### config.mk
export PLATFORM = sky130hd
export DESIGN_NAME = serial_tx_brk
export DESIGN_NICKNAME = d
export VERILOG_FILES = /design/src/rtl/stx_pkg.sv /design/src/rtl/stx_baud.sv /design/src/rtl/stx_queue.sv /design/src/rtl/stx_shift.sv /design/src/rtl/serial_tx_brk.sv
export SDC_FILE = /design/constraint.sdc
export NUM_CORES = 1
export LEC_CHECK = 0
export BUFFER_PORTS_ARGS = -buffer_cell sky130_fd_sc_hd__buf_2
export CAP_MARGIN = 20
export CORE_ASPECT_RATIO = 1.1
export CORE_MARGIN = 2
export CORE_UTILIZATION = 30
export CTS_BUF_LIST = sky130_fd_sc_hd__clkbuf_8
export CTS_CLUSTER_SIZE = 20
export DETAILED_ROUTE_END_ITERATION = 6
export GPL_ROUTABILITY_DRIVEN = 0
export SLEW_MARGIN = 20
export SYNTH_ARGS = -nofsm -noshare
export SYNTH_HDL_FRONTEND = slang
export SYNTH_SLANG_ARGS = --single-unit
export TNS_END_PERCENT = 1
### constraint.sdc
create_clock -name clk -period 11.3 [get_ports clk]
set_clock_uncertainty 0.05 [all_clocks]
set_input_delay 1.695 -clock clk [delete_from_list [all_inputs] [get_ports clk]]
set_output_delay 1.695 -clock clk [all_outputs]
set_load 0.05 [all_outputs]
### src/rtl/stx_pkg.sv
package stx_pkg;
  localparam int DIV_W = 16;

  localparam logic [2:0] A_DATA  = 3'd0;
  localparam logic [2:0] A_SHDW  = 3'd1;
  localparam logic [2:0] A_QCTL  = 3'd2;
  localparam logic [2:0] A_LINE  = 3'd3;

  typedef enum logic [2:0] {
    S_IDLE, S_START, S_DATA, S_PAR, S_STOP1, S_STOP2, S_BREAK
  } tx_state_e;

  typedef struct packed {
    logic       dla;    // divisor latch access
    logic       brk;    // force line low
    logic       fpe;    // invert parity bit
    logic       even;   // 1 even, 0 odd
    logic       pen;    // parity bit present
    logic       stop2;  // two stop bits
    logic [1:0] wlen;   // data bits minus five
  } line_ctl_t;

  // parity bit for the low 5+wlen bits of d
  function automatic logic par_bit(input logic [7:0] d, input logic [1:0] wlen,
                                   input logic even);
    logic x;
    x = 1'b0;
    for (int i = 0; i < 8; i++)
      if (i < 5 + int'(wlen)) x = x ^ d[i];
    return even ? x : ~x;
  endfunction
endpackage

### src/rtl/stx_baud.sv
module stx_baud #(
  parameter int DIV_W = 16
) (
  input  logic             clk,
  input  logic             rst_n,
  input  logic [DIV_W-1:0] div,
  output logic             tick
);
  logic [DIV_W-1:0] cnt;

  assign tick = (div != '0) && (cnt >= div - DIV_W'(1));

  always_ff @(posedge clk) begin
    if (!rst_n)                    cnt <= '0;
    else if (div == '0 || tick)    cnt <= '0;
    else                           cnt <= cnt + DIV_W'(1);
  end
endmodule

### src/rtl/stx_queue.sv
module stx_queue #(
  parameter int W     = 8,
  parameter int DEPTH = 16
) (
  input  logic                       clk,
  input  logic                       rst_n,
  input  logic                       deep,
  input  logic                       push,
  input  logic [W-1:0]               push_data,
  input  logic                       pop,
  input  logic                       flush,
  output logic [W-1:0]               head,
  output logic [$clog2(DEPTH+1)-1:0] count,
  output logic [$clog2(DEPTH+1)-1:0] cap,
  output logic                       empty
);
  localparam int PW = (DEPTH > 1) ? $clog2(DEPTH) : 1;
  localparam int CW = $clog2(DEPTH+1);

  logic [W-1:0]  mem [DEPTH];
  logic [PW-1:0] rd, wr;
  logic          full, push_ok, pop_ok;

  function automatic logic [PW-1:0] nxt(input logic [PW-1:0] p);
    return (int'(p) == DEPTH-1) ? '0 : p + PW'(1);
  endfunction

  assign cap     = deep ? CW'(DEPTH) : CW'(1);
  assign full    = count >= cap;
  assign empty   = count == '0;
  assign push_ok = push && !full && !flush;
  assign pop_ok  = pop && !empty;
  assign head    = mem[rd];

  always_ff @(posedge clk) begin
    if (push_ok) mem[wr] <= push_data;
  end

  always_ff @(posedge clk) begin
    if (!rst_n || flush) begin
      rd <= '0; wr <= '0; count <= '0;
    end else begin
      if (push_ok) wr <= nxt(wr);
      if (pop_ok)  rd <= nxt(rd);
      count <= count + CW'(push_ok) - CW'(pop_ok);
    end
  end
endmodule

### src/rtl/stx_shift.sv
module stx_shift
  import stx_pkg::*;
#(
  parameter int OVERSAMPLE = 16
) (
  input  logic      clk,
  input  logic      rst_n,
  input  logic      tick,
  input  line_ctl_t ctl,
  input  logic      q_empty,
  input  logic [7:0] q_head,
  output logic      pop,
  output logic      flush_req,
  output logic      boundary,
  output logic      recover,
  output logic      in_break,
  output logic      txd
);
  localparam int SUB_W = $clog2(OVERSAMPLE);
  localparam logic [SUB_W-1:0] SUB_LAST = SUB_W'(OVERSAMPLE-1);

  tx_state_e        state;
  logic [SUB_W-1:0] sub;
  logic [7:0]       sh;
  logic [2:0]       idx;
  logic             par;
  logic [2:0]       last_idx;
  logic             frame_end;

  assign boundary  = tick && (sub == SUB_LAST);
  assign recover   = (state == S_BREAK) && tick && !ctl.brk;
  assign in_break  = state == S_BREAK;
  assign flush_req = boundary && ctl.brk && (state != S_BREAK);
  assign last_idx  = 3'd4 + {1'b0, ctl.wlen};
  assign frame_end = (state == S_IDLE) || (state == S_STOP2) ||
                     ((state == S_STOP1) && !ctl.stop2);
  assign pop       = boundary && !ctl.brk && !q_empty && frame_end;

  always_ff @(posedge clk) begin
    if (!rst_n)                   sub <= '0;
    else if (recover)             sub <= '0;
    else if (tick)                sub <= (sub == SUB_LAST) ? '0 : sub + SUB_W'(1);
  end

  always_ff @(posedge clk) begin
    if (!rst_n) begin
      state <= S_IDLE; txd <= 1'b1; sh <= '0; idx <= '0; par <= 1'b0;
    end else if (recover) begin
      state <= S_IDLE; txd <= 1'b1;
    end else if (boundary) begin
      if (ctl.brk) begin
        state <= S_BREAK; txd <= 1'b0;
      end else begin
        unique case (state)
          S_START: begin
            txd <= sh[0]; sh <= sh >> 1; idx <= '0; state <= S_DATA;
          end
          S_DATA: begin
            if (idx == last_idx) begin
              if (ctl.pen) begin state <= S_PAR;   txd <= par ^ ctl.fpe; end
              else         begin state <= S_STOP1; txd <= 1'b1;          end
            end else begin
              idx <= idx + 3'd1; txd <= sh[0]; sh <= sh >> 1;
            end
          end
          S_PAR: begin state <= S_STOP1; txd <= 1'b1; end
          default: begin
            if (state == S_STOP1 && ctl.stop2) begin
              state <= S_STOP2; txd <= 1'b1;
            end else if (!q_empty) begin
              sh <= q_head; par <= par_bit(q_head, ctl.wlen, ctl.even);
              state <= S_START; txd <= 1'b0;
            end else begin
              state <= S_IDLE; txd <= 1'b1;
            end
          end
        endcase
      end
    end
  end
endmodule

### src/rtl/serial_tx_brk.sv
module serial_tx_brk
  import stx_pkg::*;
#(
  parameter int FIFO_DEPTH = 16,
  parameter int OVERSAMPLE = 16
) (
  input  logic       clk,
  input  logic       rst_n,
  input  logic       wr_en,
  input  logic [2:0] wr_addr,
  input  logic [7:0] wr_data,
  output logic       txd,
  output logic       thr_empty
);
  localparam int CW = $clog2(FIFO_DEPTH+1);

  line_ctl_t        line;
  logic             qmode;
  logic [DIV_W-1:0] div;

  logic             tick, boundary, recover, in_break;
  logic             pop, ser_flush, q_flush, q_push, q_empty;
  logic [7:0]       q_head;
  logic [CW-1:0]    q_count, q_cap;
  logic             qctl_wr;

  assign q_push  = wr_en && (wr_addr == A_DATA) && !line.dla;
  assign qctl_wr = wr_en && (wr_addr == A_QCTL);
  assign q_flush = ser_flush || qctl_wr;

  always_ff @(posedge clk) begin
    if (!rst_n) begin
      line <= '0; qmode <= 1'b0; div <= '0;
    end else if (wr_en) begin
      unique case (wr_addr)
        A_DATA:  if (line.dla) div[7:0]  <= wr_data;
        A_SHDW:  if (line.dla) div[15:8] <= wr_data;
        A_QCTL:  qmode <= wr_data[0];
        A_LINE:  line  <= line_ctl_t'(wr_data);
        default: ;
      endcase
    end
  end

  stx_baud #(.DIV_W(DIV_W)) u_baud (
    .clk(clk), .rst_n(rst_n), .div(div), .tick(tick)
  );

  stx_queue #(.W(8), .DEPTH(FIFO_DEPTH)) u_queue (
    .clk(clk), .rst_n(rst_n), .deep(qmode), .push(q_push), .push_data(wr_data),
    .pop(pop), .flush(q_flush), .head(q_head), .count(q_count), .cap(q_cap),
    .empty(q_empty)
  );

  stx_shift #(.OVERSAMPLE(OVERSAMPLE)) u_shift (
    .clk(clk), .rst_n(rst_n), .tick(tick), .ctl(line), .q_empty(q_empty),
    .q_head(q_head), .pop(pop), .flush_req(ser_flush), .boundary(boundary),
    .recover(recover), .in_break(in_break), .txd(txd)
  );

  assign thr_empty = q_empty;
endmodule

Word level (Yosys, flattened, before mapping)
Memory sizes are Yosys's and may differ from the RTL's. A register that Yosys moved wholly into a read port is not among the register bits.
Cells that the tools add are included.
{"block": "totals", "register_bits": 74, "latch_bits": 0, "mem_bits_rw": 128, "romBits": 0, "input_bits": 14, "output_inout_bits": 2, "n_memories": 1}
{"block": "classes", "add_sub_neg": 10, "mul": 0, "div": 0, "magnitude_cmp": 10, "eq_ne": 18, "n_shift": 0, "muxes": 91, "bitwise_logic": 16, "reduce_logical": 46}
{"memory": "u_queue.mem", "depth": 16, "word_bits": 8, "read_ports": 1, "rd_clocked_by_memory_dff": 1, "wr": 1, "line_no": "stx_queue.sv:20", "source": "logic [W-1:0] mem [DEPTH];"}
{"op": "$lt A4 B32 Y1 const A", "count": 4}
{"op": "$mux W1", "count": 73}
{"op": "$lt A3 B32 Y1 const A", "count": 2}
{"op": "$lt A1 B32 Y1 const A", "count": 1}
{"op": "$lt A2 B32 Y1 const A", "count": 1}
{"op": "$mux W8", "count": 3}
{"op": "$pmux W8 S3", "count": 1}
{"op": "$mux W4", "count": 5}
{"op": "$logic_and A1 B1 Y1", "count": 17}
{"op": "$add A16 B1 Y16 const B", "count": 1}
{"op": "$ge A16 B16 Y1", "count": 1}
{"op": "$logic_not A16 Y1", "count": 1}
{"op": "$reduce_bool A16 Y1", "count": 1}
{"op": "$sub A16 B1 Y16 const B", "count": 1}
{"op": "$mux W3", "count": 5}
{"op": "$add A4 B1 Y4 const B", "count": 3}
{"op": "$eq A3 B2 Y1 const B", "count": 4}
{"op": "$eq A3 B3 Y1 const B", "count": 3}
{"op": "$ne A3 B3 Y1 const B", "count": 3}
{"op": "$pmux W3 S3", "count": 1}
{"op": "$eq A4 B1 Y1 const B", "count": 2}
{"op": "$not A1 Y1", "count": 8}
{"op": "$xor A1 B1 Y1", "count": 8}
{"op": "$logic_not A1 Y1", "count": 7}
{"op": "25 further kinds", "count": 35}

Depth between registers and ports, before layout
{"block": "depth", "ltp_word": 75, "ltp_mapped": 26}

Hierarchy
From an unflattened synthesis, not the netlist that was laid out.
{"block": "unflattened", "cells_unflattened": 724, "hier_area_um2": 9566.7}
{"mod": "stx_queue", "instances": 1, "cells_each": 326, "area_each_um2": 5967.0, "seq_area_each_um2": 4184.0}
{"mod": "stx_baud", "instances": 1, "cells_each": 149, "area_each_um2": 1352.5, "seq_area_each_um2": 320.3}
{"mod": "stx_shift", "instances": 1, "cells_each": 151, "area_each_um2": 1306.3, "seq_area_each_um2": 400.4}
{"mod": "serial_tx_brk", "instances": 1, "cells_each": 98, "area_each_um2": 940.9, "seq_area_each_um2": 500.5}

Worst setup path before layout
No wires, ideal clock.
{"block": "synth_path", "kind": "register -> register", "start": "register div[2]", "end": "register u_queue.count[4]", "setup_ns": 0.128, "arrival_time_ns": 4.829, "t_required_ns": 11.122, "path_slack_ns": 6.294, "path_stages_with_launch": 27, "path_buffers": 2, "synth_period_minus_slack_ns": 5.006, "path_cell_list": "dfxtp_1 -> nor3_1 -> nand3_1 -> or2_2 -> or3_1 -> nor4_1 -> nand2_1 -> xor2_1 -> ha_1 -> a21o_1 -> a21o_1 -> a21oi_1 -> o21a_1 -> clkbuf_1 -> buf_1 -> nor2_1 -> ha_1 -> inv_1 -> ha_1 -> inv_1 -> fa_1 -> nor2_1 -> nor2_1 -> nor2_1 -> nor2_1 -> xnor2_1 -> nor2_1"}
{"block": "synth_between", "elab_chain_len": 11, "elab_cells_between_ends": 17, "cone_classes": "add/sub: 3; order compare: 1; reduce/logical: 13"}
{"element": "start, declared", "line_no": "serial_tx_brk.sv:19", "source": "logic [DIV_W-1:0] div;"}
{"element": "start signal, assigned", "line_no": "serial_tx_brk.sv:36", "source": "A_DATA: if (line.dla) div[7:0] <= wr_data;"}
{"element": "$sub A16 B1 Y16", "line_no": "stx_baud.sv:11", "source": "assign tick = (div != '0) && (cnt >= div - DIV_W'(1));"}
{"element": "$ge A16 B16 Y1", "line_no": "stx_baud.sv:11"}
{"element": "$logic_and A1 B1 Y1 (*)", "line_no": "stx_baud.sv:11"}
{"element": "$logic_and A1 B1 Y1 (*)", "line_no": "stx_shift.sv:30", "source": "assign boundary = tick && (sub == SUB_LAST);"}
{"element": "$logic_and A1 B1 Y1 (2 in a row)", "line_no": "stx_shift.sv:33", "source": "assign flush_req = boundary && ctl.brk && (state != S_BREAK);"}
{"element": "$logic_or A1 B1 Y1", "line_no": "serial_tx_brk.sv:29", "source": "assign q_flush = ser_flush || qctl_wr;"}
{"element": "$logic_not A1 Y1", "line_no": "stx_queue.sv:31", "source": "assign push_ok = push && !full && !flush;"}
{"element": "$logic_and A1 B1 Y1", "line_no": "stx_queue.sv:31"}
{"element": "$add A5 B1 Y5", "line_no": "stx_queue.sv:45", "source": "count <= count + CW'(push_ok) - CW'(pop_ok);"}
{"element": "$sub A5 B1 Y5", "line_no": "stx_queue.sv:45"}
{"element": "end signal, assigned", "line_no": "stx_queue.sv:45"}
{"element": "end, declared", "line_no": "stx_queue.sv:13", "source": "output logic [$clog2(DEPTH+1)-1:0] count,"}
Mark *: on every way between the ends. The rest lies on a longest branch, timed or not.
A chain may end at the register's enable or synchronous reset.

Worst setup path after layout
Same ends and word-level chain as after synthesis.

==> impl_summary.txt <==
----------------------------------------------------
[Timing]
  Aggregate negative setup slack ... 0 ns
  Achievable frequency ... 174 MHz
  Final number of hold-violating endpoints ... 0
  Worst hold margin ... ~0.41 ns
  Total setup violations reported at the end of the flow ... 0
  Crit path setup slack, layout ... approximately 5.6 ns
  Pins Over Slew Limit ... 0
  Worst Tran Pin Value ... about 1.1 ns
  Share of the cycle needed by the critical path after routing ... 0.508
  Remaining max-slew budget at the tightest pin ... 0.265
  Unrepaired setup endpoints after global routing ... no
  Min cycle time layout ... roughly 5.7 ns

[Yosys]
  Number of unique standard cell types used by synthesis ... 59
  Total nets after synthesis ... around 780
  FFs w/ async S/R, synth ... 0
  YS warnings ... 0
  Seq/Total Area, Yosys ... 0.577
  Mean instance size in the synthesized netlist ... approximately 13 µm²
  Post-synthesis register bit count ... 206
  Gate count of the mapped netlist ... 734
  Cell area after synthesis ... between 9000 and 10000 µm²
  Number of enable flip-flop cells after synthesis ... 128
  Dominant register cell in the synthesized netlist ... sky130_fd_sc_hd__edfxtp_1

[Detailed routing]
  Total Wirelength ... around 20 mm
  Vias ... about 5800
  Routed via count divided by cell count ... roughly 4.8
  Count of TritonRoute iterations in the first routing pass ... 5
  Initial drt markers ... ~360
  Number of nets with antenna violations after routing ... 0
  Post-detailed-route wirelength per cell ... about 16 µm
  # DRC ... 0

[Critical path]
  Worst Setup Path Type ... reg2reg
  Capturing element type of the critical path ... flip-flop
  Startpoint of the most critical register-to-register path ... div[2]
  CP required ... 11.67 ns
  Arr. time, crit path ... slightly above 6 ns
  Startpoint type of the worst setup path ... flip-flop
  Startpoint of the most critical setup path ... div[2]
  Largest fanout of any net on the critical path ... 33

[Place]
  Count of port buffers added during placement ... 15
  DP HPWL ... ~13 mm
  Pre-CTS setup slack ... 5.57 ns

[Global routing]
  Aggregate global-route resource usage ... 0.121
  Global-route wire length before repair ... 31.6 mm
  Via count of the first global-routing pass ... between 5000 and 6000
  Pin count of the biggest net entering global routing ... 39
  Antenna violations before repair ... 0
  Remaining global-route overflow ... 0

[Power and ir drop]
  Peak supply drop ... between 0.0001 and 0.00015 V
  Comb pwr share ... 0.027
  Clock power share ... 0.427
  Leak Pwr ... 3.72 nW
  Switching component of the power ... 324 µW
  Share of total power in sequential cells ... 0.547
  Internal power consumption ... about 1.1 mW
  Total power per unit cell area ... between 100 and 150 nW/µm²
  Share of total power consumed by net switching ... 0.221
  Final Total Pwr ... ~1.5 mW

[Finish]
  Filler Cell Count ... 3005
  Final core utilization ... 0.344
  NumNets Final ... a little over 800
  Share of post-route cells with drive strength above 1 ... 0.140
  Final antenna diode count ... 0
  Area grow syn2layout ... 12.2%

[Clocking]
  Sink Count ... 206
  Number of CTS-inserted buffers ... 35
  Cts repair resizes ... 0
  Clock root buffer master ... sky130_fd_sc_hd__clkbuf_8
  Number of hold buffers added after CTS ... 0
  H-tree depth ... 2
  Post CTS Setup Buffer Count ... 0
  Clock slew at reported path FFs ... approximately 0.06 ns
  Latest clock arrival within the worst-skew pair ... about 0.53 ns
  CTS max path bufs ... 3
  CTS tree ... done

[Die]
  Area of the die ... 32700 µm²
  Die Wd ... 173 µm
  CORE AREA ... 30600 µm²
  Io pins ... 16
  Initial core utilization ... 0.306
  Vertical die dimension ... between 150 and 200 µm
  Number of rows in the core area ... 67

[Hold path]
  Worst Hold Launch ... qmode
  Worst Hold Class ... reg2reg

[Status]
  Outcome ... finished, final reports clean

[Job]
  Max-capacitance violation count ... 0

----------------------------------------------------
## state kept, by name (all words and copies together), names as in the netlist, named ones only
register and cells:
u_queue.mem 128, div 16, u_baud.cnt 16, line 8
u_shift.sh 8, u_queue.count 5, u_queue.rd 4, u_queue.wr 4
u_shift.sub 4, u_shift.idx 3, u_shift.state 3, qmode 1
u_shift.par 1, u_shift.txd 1
## cell usage after synthesis, types with 5 or more instances
library cell	number	area, µm²
sky130_fd_sc_hd__a21o_1	5	37.5
sky130_fd_sc_hd__a21oi_1	47	235
sky130_fd_sc_hd__a22oi_1	8	60.1
sky130_fd_sc_hd__and2_1	5	31.3
sky130_fd_sc_hd__and3_1	23	144
sky130_fd_sc_hd__clkbuf_1	19	71.3
sky130_fd_sc_hd__dfxtp_1	78	1560
sky130_fd_sc_hd__edfxtp_1	128	3840
sky130_fd_sc_hd__ha_1	35	438
sky130_fd_sc_hd__inv_1	21	78.8
sky130_fd_sc_hd__mux2_2	7	78.8
sky130_fd_sc_hd__mux2i_1	17	170
sky130_fd_sc_hd__mux4_1	9	236
sky130_fd_sc_hd__mux4_2	27	608
sky130_fd_sc_hd__nand2_1	44	165
sky130_fd_sc_hd__nand3_1	25	125
sky130_fd_sc_hd__nor2_1	71	267
sky130_fd_sc_hd__nor2b_1	8	50.1
sky130_fd_sc_hd__nor3_1	26	130
sky130_fd_sc_hd__nor4_1	5	31.3
sky130_fd_sc_hd__o21ai_0	13	65.1
sky130_fd_sc_hd__o31ai_1	5	37.5
sky130_fd_sc_hd__or4_1	5	37.5
sky130_fd_sc_hd__xnor2_1	23	201
sky130_fd_sc_hd__xor2_1	17	149
## final cells by class
cell class,instances,area [µm²],area share
Clock buffer,41,564,0.0537
Clock inverter,20,90.1,0.00857
Timing Repair Buffer,22,128,0.0121
Inverter,21,78.8,0.00750
Multi-Input combinational cell,476,3730,0.355
Tap cell,414,518,0.0493
Sequential cell,206,5410,0.514
## per-stage QoR
step | cells | instance area (µm²)
final | 1200 | 10500
after global routing | 1200 | 10500
after CTS | 1200 | 10500
after detailed placement | 1139 | 9860
after global placement | 1139 | 9860
after floorplan | 734 | 9370
## layout by cell type (no fill, tap or decap), types with 9 or more instances in the layout
| master | n |
|---|---|
| sky130_fd_sc_hd__a21oi_1 | 47 |
| sky130_fd_sc_hd__and3_1 | 23 |
| sky130_fd_sc_hd__buf_2 | 15 |
| sky130_fd_sc_hd__clkbuf_8 | 41 |
| sky130_fd_sc_hd__dfxtp_1 | 77 |
| sky130_fd_sc_hd__edfxtp_1 | 128 |
| sky130_fd_sc_hd__ha_1 | 35 |
| sky130_fd_sc_hd__inv_1 | 33 |
| sky130_fd_sc_hd__mux2i_1 | 17 |
| sky130_fd_sc_hd__mux4_1 | 9 |
| sky130_fd_sc_hd__mux4_2 | 27 |
| sky130_fd_sc_hd__nand2_1 | 44 |
| sky130_fd_sc_hd__nand3_1 | 25 |
| sky130_fd_sc_hd__nor2_1 | 71 |
| sky130_fd_sc_hd__nor3_1 | 26 |
| sky130_fd_sc_hd__o21ai_0 | 12 |
| sky130_fd_sc_hd__xnor2_1 | 23 |
| sky130_fd_sc_hd__xor2_1 | 17 |
## power by group through the flow
stage / sequential (mW) / combinational, mW / clock, mW
floorplan: 0.817 / 0.0205 / 0
global placement: 0.817 / 0.0394 / 0
detailed placement: 0.817 / 0.0397 / 0
CTS: 0.801 / 0.0399 / 0.643
global route: 0.801 / 0.0438 / 0.672
finish: 0.801 / 0.0393 / 0.626
## critical path, stage by stage (launching register included)
cell,delay [ns]
sky130_fd_sc_hd__dfxtp_1,0.34
sky130_fd_sc_hd__nor3_1,0.28
sky130_fd_sc_hd__nand3_1,0.15
sky130_fd_sc_hd__or2_2,0.29
sky130_fd_sc_hd__or3_1,0.34
sky130_fd_sc_hd__nor4_1,0.40
sky130_fd_sc_hd__nand2_1,0.13
sky130_fd_sc_hd__xor2_1,0.16
sky130_fd_sc_hd__ha_1,0.29
sky130_fd_sc_hd__a21o_1,0.19
sky130_fd_sc_hd__a21o_1,0.17
sky130_fd_sc_hd__a21oi_1,0.19
sky130_fd_sc_hd__o21a_1,0.89
sky130_fd_sc_hd__o31a_1,0.57
sky130_fd_sc_hd__ha_1,0.25
sky130_fd_sc_hd__inv_1,0.06
sky130_fd_sc_hd__fa_1,0.40
sky130_fd_sc_hd__nor2_1,0.12
sky130_fd_sc_hd__nor2_1,0.05
sky130_fd_sc_hd__nor2_1,0.08
sky130_fd_sc_hd__nor2_1,0.05
sky130_fd_sc_hd__xnor2_1,0.14
sky130_fd_sc_hd__nor2_1,0.05
## layer usage
layer	share of wire	vias up	wire length, µm	track usage
met5	0	-	0	0
met4	0.018	0	352	0.0417
met3	0.042	24	823	0.0175
met2	0.50	115	9860	0.215
met1	0.44	2821	8630	0.151
li1	-	2814	-	-
## kinds of logic (layout without fill, tap and decap cells)
family,Yosys count,in the layout,synth area share
and+or+nand+nor,239,239,0.126
DFF,206,206,0.577
AOI/OAI and AO/OA,99,99,0.0645
muxes,60,60,0.117
buffers and inverters,52,104,0.0255
xor gates and xnor gates,42,42,0.0415
adders and majority gates,36,36,0.0489
## final timing paths
check | to | slack [ns] | cells after the start
setup reg to reg | u_queue.count[4] | 5.55 | 22
setup / recovery | u_queue.count[4] | 5.55 | 22
hold reg to reg | qmode | 0.41 | 2
hold / removal | qmode | 0.41 | 2
Power figures use the tool's default switching activity.
